[src/rtl/rt_pkg.sv]
package rt_pkg;
  localparam int unsigned HW_DEF   = 12;
  localparam int unsigned VW_DEF   = 12;
  localparam int unsigned NUM_VSIG = 2;
  localparam int unsigned VSIG_BLANK = 0;
  localparam int unsigned VSIG_SYNC  = 1;
endpackage

[src/rtl/rt_counter.sv]
module rt_counter #(
  parameter int unsigned HW = rt_pkg::HW_DEF,
  parameter int unsigned VW = rt_pkg::VW_DEF
) (
  input  logic          clk_i,
  input  logic          rst_ni,
  input  logic          ce_i,
  input  logic [HW-1:0] h_total_i,
  input  logic [VW-1:0] v_total_i,
  output logic [HW-1:0] h_o,
  output logic [VW-1:0] v_o
);
  localparam logic [HW-1:0] H_ONE = HW'(1);
  localparam logic [VW-1:0] V_ONE = VW'(1);

  logic [HW-1:0] h_q;
  logic [VW-1:0] v_q;
  logic          h_last, v_last;

  // >= guards against a counter stranded above a shrunken total
  assign h_last = (h_q >= h_total_i - H_ONE);
  assign v_last = (v_q >= v_total_i - V_ONE);

  always_ff @(posedge clk_i or negedge rst_ni) begin
    if (!rst_ni) begin
      h_q <= '0;
      v_q <= '0;
    end else if (ce_i) begin
      if (h_last) begin
        h_q <= '0;
        v_q <= v_last ? '0 : v_q + V_ONE;
      end else begin
        h_q <= h_q + H_ONE;
      end
    end
  end

  assign h_o = h_q;
  assign v_o = v_q;

  a_r2_h_in_range: assert property (@(posedge clk_i) disable iff (!rst_ni)
    h_q < h_total_i);
  a_r2_h_wrap: assert property (@(posedge clk_i) disable iff (!rst_ni)
    (ce_i && h_q == h_total_i - H_ONE) |=> (h_q == '0));
  a_r9_count_hold: assert property (@(posedge clk_i) disable iff (!rst_ni)
    !ce_i |=> ($stable(h_q) && $stable(v_q)));
endmodule

[src/rtl/rt_hdecode.sv]
module rt_hdecode #(
  parameter int unsigned HW = rt_pkg::HW_DEF,
  parameter int unsigned VW = rt_pkg::VW_DEF
) (
  input  logic          clk_i,
  input  logic          rst_ni,
  input  logic          ce_i,
  input  logic [HW-1:0] h_i,
  input  logic [VW-1:0] v_i,
  input  logic [HW-1:0] h_active_i,
  input  logic [HW-1:0] hs_start_i,
  input  logic [HW-1:0] hs_end_i,
  input  logic [VW-1:0] v_active_i,
  output logic          active_o,
  output logic          hblank_o,
  output logic          hsync_o
);
  logic act_d, hb_d, hs_d;
  logic act_q, hb_q, hs_q;

  always_comb begin
    hb_d  = (h_i >= h_active_i);
    act_d = !hb_d && (v_i < v_active_i);
    hs_d  = (h_i >= hs_start_i) && (h_i < hs_end_i);
  end

  always_ff @(posedge clk_i or negedge rst_ni) begin
    if (!rst_ni) begin
      act_q <= 1'b0;
      hb_q  <= 1'b0;
      hs_q  <= 1'b0;
    end else if (ce_i) begin
      act_q <= act_d;
      hb_q  <= hb_d;
      hs_q  <= hs_d;
    end
  end

  assign active_o = act_q;
  assign hblank_o = hb_q;
  assign hsync_o  = hs_q;

  a_r4_active_not_blank: assert property (@(posedge clk_i) disable iff (!rst_ni)
    !(act_q && hb_q));
  a_r9_hdec_hold: assert property (@(posedge clk_i) disable iff (!rst_ni)
    !ce_i |=> ($stable(act_q) && $stable(hb_q) && $stable(hs_q)));
  a_r10_hb_latency: assert property (@(posedge clk_i) disable iff (!rst_ni)
    (ce_i && h_i == '0) |=> !hb_q);
endmodule

[src/rtl/rt_vedge.sv]
module rt_vedge #(
  parameter int unsigned HW = rt_pkg::HW_DEF,
  parameter int unsigned VW = rt_pkg::VW_DEF
) (
  input  logic          clk_i,
  input  logic          rst_ni,
  input  logic          ce_i,
  input  logic [HW-1:0] h_i,
  input  logic [VW-1:0] v_i,
  input  logic [VW-1:0] set_line_i,
  input  logic [HW-1:0] set_pix_i,
  input  logic [VW-1:0] clr_line_i,
  input  logic [HW-1:0] clr_pix_i,
  output logic          flag_o
);
  logic set_hit, clr_hit, flag_q;

  assign set_hit = (v_i == set_line_i) && (h_i == set_pix_i);
  assign clr_hit = (v_i == clr_line_i) && (h_i == clr_pix_i);

  always_ff @(posedge clk_i or negedge rst_ni) begin
    if (!rst_ni)          flag_q <= 1'b0;
    else if (ce_i) begin
      if (clr_hit)        flag_q <= 1'b0;   // clear has priority
      else if (set_hit)   flag_q <= 1'b1;
    end
  end

  assign flag_o = flag_q;

  a_r5_flag_rise_at_set: assert property (@(posedge clk_i) disable iff (!rst_ni)
    $rose(flag_q) |-> $past(ce_i && v_i == set_line_i && h_i == set_pix_i));
  a_r6_flag_fall_at_clr: assert property (@(posedge clk_i) disable iff (!rst_ni)
    $fell(flag_q) |-> $past(ce_i && v_i == clr_line_i && h_i == clr_pix_i));
  a_r8_clear_wins: assert property (@(posedge clk_i) disable iff (!rst_ni)
    (ce_i && v_i == clr_line_i && h_i == clr_pix_i) |=> !flag_q);
endmodule

[src/rtl/raster_timer.sv]
module raster_timer #(
  parameter int unsigned HW = rt_pkg::HW_DEF,
  parameter int unsigned VW = rt_pkg::VW_DEF
) (
  input  logic          clk_i,
  input  logic          rst_ni,
  input  logic          ce_i,
  input  logic [HW-1:0] h_active_i,
  input  logic [HW-1:0] h_total_i,
  input  logic [HW-1:0] hs_start_i,
  input  logic [HW-1:0] hs_end_i,
  input  logic [VW-1:0] v_active_i,
  input  logic [VW-1:0] v_total_i,
  input  logic [VW-1:0] vb_start_line_i,
  input  logic [HW-1:0] vb_start_pix_i,
  input  logic [VW-1:0] vb_end_line_i,
  input  logic [HW-1:0] vb_end_pix_i,
  input  logic [VW-1:0] vs_start_line_i,
  input  logic [HW-1:0] vs_start_pix_i,
  input  logic [VW-1:0] vs_end_line_i,
  input  logic [HW-1:0] vs_end_pix_i,
  output logic          active_o,
  output logic          hblank_o,
  output logic          hsync_o,
  output logic          vblank_o,
  output logic          vsync_o
);
  import rt_pkg::*;

  logic [HW-1:0] h_pos;
  logic [VW-1:0] v_pos;

  logic [VW-1:0] set_line [NUM_VSIG];
  logic [HW-1:0] set_pix  [NUM_VSIG];
  logic [VW-1:0] clr_line [NUM_VSIG];
  logic [HW-1:0] clr_pix  [NUM_VSIG];
  logic [NUM_VSIG-1:0] vflag;

  assign set_line[VSIG_BLANK] = vb_start_line_i;
  assign set_pix [VSIG_BLANK] = vb_start_pix_i;
  assign clr_line[VSIG_BLANK] = vb_end_line_i;
  assign clr_pix [VSIG_BLANK] = vb_end_pix_i;
  assign set_line[VSIG_SYNC]  = vs_start_line_i;
  assign set_pix [VSIG_SYNC]  = vs_start_pix_i;
  assign clr_line[VSIG_SYNC]  = vs_end_line_i;
  assign clr_pix [VSIG_SYNC]  = vs_end_pix_i;

  rt_counter #(.HW(HW), .VW(VW)) u_cnt (
    .clk_i     (clk_i),
    .rst_ni    (rst_ni),
    .ce_i      (ce_i),
    .h_total_i (h_total_i),
    .v_total_i (v_total_i),
    .h_o       (h_pos),
    .v_o       (v_pos)
  );

  rt_hdecode #(.HW(HW), .VW(VW)) u_hdec (
    .clk_i      (clk_i),
    .rst_ni     (rst_ni),
    .ce_i       (ce_i),
    .h_i        (h_pos),
    .v_i        (v_pos),
    .h_active_i (h_active_i),
    .hs_start_i (hs_start_i),
    .hs_end_i   (hs_end_i),
    .v_active_i (v_active_i),
    .active_o   (active_o),
    .hblank_o   (hblank_o),
    .hsync_o    (hsync_o)
  );

  for (genvar g = 0; g < NUM_VSIG; g++) begin : g_vsig
    rt_vedge #(.HW(HW), .VW(VW)) u_ve (
      .clk_i      (clk_i),
      .rst_ni     (rst_ni),
      .ce_i       (ce_i),
      .h_i        (h_pos),
      .v_i        (v_pos),
      .set_line_i (set_line[g]),
      .set_pix_i  (set_pix[g]),
      .clr_line_i (clr_line[g]),
      .clr_pix_i  (clr_pix[g]),
      .flag_o     (vflag[g])
    );
  end

  assign vblank_o = vflag[VSIG_BLANK];
  assign vsync_o  = vflag[VSIG_SYNC];

  a_r9_out_hold: assert property (@(posedge clk_i) disable iff (!rst_ni)
    !ce_i |=> ($stable(vblank_o) && $stable(vsync_o) && $stable(active_o)));
  a_r3_active_in_frame: assert property (@(posedge clk_i) disable iff (!rst_ni)
    (ce_i && v_pos >= v_active_i) |=> !active_o);
endmodule

[config.mk]
export PLATFORM = sky130hd
export DESIGN_NAME = raster_timer
export DESIGN_NICKNAME = d
export VERILOG_FILES = /design/src/rtl/rt_pkg.sv /design/src/rtl/rt_counter.sv /design/src/rtl/rt_hdecode.sv /design/src/rtl/rt_vedge.sv /design/src/rtl/raster_timer.sv
export SDC_FILE = /design/constraint.sdc
export NUM_CORES = 1
export LEC_CHECK = 0
export BUFFER_PORTS_ARGS = -buffer_cell sky130_fd_sc_hd__buf_2
export CORE_ASPECT_RATIO = 2
export CORE_MARGIN = 3
export CORE_UTILIZATION = 50
export DETAILED_ROUTE_END_ITERATION = 8
export PLACE_DENSITY = 0.89
export SYNTH_ARGS = -nofsm -noshare
export SYNTH_HDL_FRONTEND = slang
export SYNTH_SLANG_ARGS = --single-unit
[constraint.sdc]
create_clock -name clk_i -period 2.5 [get_ports clk_i]
set_input_delay 0.25 -clock clk_i [delete_from_list [all_inputs] [get_ports clk_i]]
set_output_delay 0.25 -clock clk_i [all_outputs]
set_load 0.005 [all_outputs]
==> metrics.cfg <==
[floorplanning]
die-height_um = 141
core_sq_um = 8770
num_io_pins = 176
start_util_pct = 52.1
rows = 48
dieArea_sq_um = 10400
die_x_um = 73.6

[cells_and_area]
area_delta_synth_final_pct = 33.6
antenna_cells = 0
fill_cells = 690
final-seq-area_sq_um = 726
multi_input_area_sq_um = 3630
layout.nets = 1003
drive_gt1_share_pct = 34.4

[clock_tree]
cts.clk_slew.worst_paths_ns = 0.05
clockBufferDepth = 2
root_buffer = clkbuf_16
cts_max_level = 2
clkLatencyLatePin_ns = 0.28
clock_sinks = 29
cts_buffers = 5
cts_tree = done
hold_buffers = 0

[global_route]
grt_pass1_vias = 5444
antenna_found_initial = 0
grt_util_all_layers_pct = 30.5
grt_max_degree = 30
grt.overflow.total = 0
grt_pass1_wl_mm = 24.5

[yosys]
synthSimpleGateAreaFrac_pct = 17.7
synth-seq-cells = 29
syn_inst = 551
yosysWarnings = 0
synth_top_family_by_area = XOR/XNOR gates
synth-edff-count = 0
synth-compound-area-share_pct = 15.4
yosysSeqAreaShare_pct = 15.9
synth_xor_area_share_pct = 23.8
ys.flop_type = dfrtp_1
synth.mux.area_fraction_pct = 0.219
syn_avg_cell_area_sq_um = 8.29
synth_cell_type_count = 54
synth_fp_nets = 796
synth_area_sq_um = 4570
async_flop_share_pct = 100
synth_fa_ha_area_share_pct = 20.3

[sta]
hold_violations = 0
post-route-period-util_pct = 100
fmax_mhz = 400
slew_headroom_pct = 56.7
skew_ns = 0.00531
setup_ws_ns = 0.00113
setup_viol_count_final = 0
min_period_ns = 2.50
worst_pin_slew_ns = 0.650
fin_tns_setup_ns = 0
finalMaxSlewViolations = 0
rsz0062_at_grt = yes

[setup_path]
required_ns = 2.71
cp-end-kind = flip-flop
critPathMaxFanout = 8
r2r_end = u_hdec.active_o$_DFFE_PN0P_
r2r_setup_slack_ns = 0.27
critPathArrivalTime_ns = 2.71
reg2reg_depth = 8
worstSetupPathType = input pin to flip-flop
cp-start-kind = input pin
r2r-start = u_cnt.h_o[0]$_DFFE_PN0P_

[routing]
dr_total_vias = 4908
met1_length_mm = 5.31
met3WireLength_um = 850
drc = 0
dr.pass1.iters = 4
ant_nets = 0
vias_per_cell = 5.71
routed_wl_mm = 16.2
top_layer = met4
wl_per_cell_um = 18.8
dr_wl_met2_mm = 8.94
drt-initial-drc-count = 230

[power_and_ir_drop]
leakage_nw = 3.18
ir_drop_uv = 305
p_total_mw = 2.55
powerDensity_nw_per_um2 = 418

[hold_path]
min_path_type = input pin to async pin

[placement]
dp_hpwl_mm = 13.5
place_ws_ns = -0.386
port_buffers = 175
gp_congestion = 0.951

[run]
cap_violations = 0

[run_status]
status = complete, no violations

-- what timing repair did --
| action | 4_1_cts | 5_1_grt |
|---|---|---|
| resized for setup | 7 | 11 |
| pin swaps | 5 | 8 |
| setup endpoints to repair | 11 | 23 |
| setup buffers | 2 | 0 |
-- flip-flops by register name (all words and copies together) (netlist names) --
register            cells
u_cnt.h_o              12
u_cnt.v_o              12
g_vsig.u_ve.flag_o      2
u_hdec.active_o         1
u_hdec.hblank_o         1
u_hdec.hsync_o          1
-- power by group --
part / internal (mW) / switching, mW
logic: 0.647 / 0.727
clock network: 0.420 / 0.204
registers: 0.520 / 0.0355
-- worst max-delay path by stage --
stage,start,end,slack [ns],depth (start not counted)
6_report,v_total_i[5],u_cnt.v_o[10]$_DFFE_PN0P_,0.001,12
4_1_cts,v_total_i[5],u_cnt.v_o[7]$_DFFE_PN0P_,-0.03,12
3_5_place_dp,v_total_i[5],u_cnt.v_o[9]$_DFFE_PN0P_,-0.39,12
5_1_grt,v_total_i[5],u_cnt.v_o[4]$_DFFE_PN0P_,-0.16,12
3_3_place_gp,v_total_i[5],u_cnt.v_o[3]$_DFFE_PN0P_,-0.29,12
2_1_floorplan,v_total_i[5],u_cnt.v_o[10]$_DFFE_PN0P_,-0.0003,11
-- logic make-up after synthesis --
family	count (synthesis)
xor+xnor	124
fa+ha+maj	74
simple gates	154
flops	29
compound gates	90
mux	1
buf+inv	79
-- cell type report --
cell class	instances	share of cell area [%]
Timing Repair Buffer	226	20.8
Clock buffer	7	2.50
Tap cell	100	2.05
Clock inverter	1	0.0820
Inverter	53	3.26
Sequential cell	29	11.9
Multi-Input combinational cell	443	59.4
-- per-stage QoR --
stage / hold slack, ns / cell area (sq um) / std cells / util [%]
after global routing: 0.0476 / 6110 / 859 / 69.6
final: 0.00111 / 6110 / 859 / 69.6
after global placement: 0.300 / 5850 / 849 / 66.7
after detailed placement: 0.316 / 5850 / 849 / 66.7
after floorplan: -0.0456 / 4590 / 551 / -
after CTS: 0.0240 / 6050 / 859 / 69.0
-- synthesized netlist by cell type (all sizes together) (7+ instances only) --
library cell,number,area share (%)
nor3,18,2.0
nand2b,7,1.1
a211oi,7,1.6
xor2,49,9.4
a21oi,18,2.2
nand3,12,1.3
o21ai,20,2.3
clkbuf,17,1.4
a21o,14,2.3
xnor2,75,14
ha,74,20
dfrtp,29,16
buf,9,1.0
inv,53,4.4
nand2,27,2.3
nor2,33,2.9
nand4,24,3.3
nor4,15,2.1
-- layout by cell type, fill, tap and decap left out, types with 8 or more instances in the layout --
cell type / count
a21oi_1: 17
dfrtp_1: 29
ha_1: 74
xnor2_1: 75
a21o_1: 13
inv_1: 52
nand2_1: 24
o21ai_1: 8
nand3_1: 12
buf_2: 173
nor2_1: 31
o21ai_0: 11
buf_4: 51
nand4_1: 24
nor3_1: 16
nor4_1: 11
xor2_1: 49
-- worst max-delay path: stages --
cell	delay, ns
buf_6	0.10
nor4_4	0.29
nand2_2	0.12
nor4_4	0.16
xnor2_1	0.15
ha_1	0.26
a21o_1	0.18
a21oi_1	0.13
and2b_4	0.22
a2111o_4	0.49
nor2_4	0.19
a221o_1	0.18
-- metal layers --
layer  vias to the layer above  global-route usage, %
met5                         -                      0
met4                         0                   20.2
met3                        78                   3.28
met2                       225                   56.6
met1                      2271                   29.9
li1                       2334                      -
(Power assumes the default switching activity.)
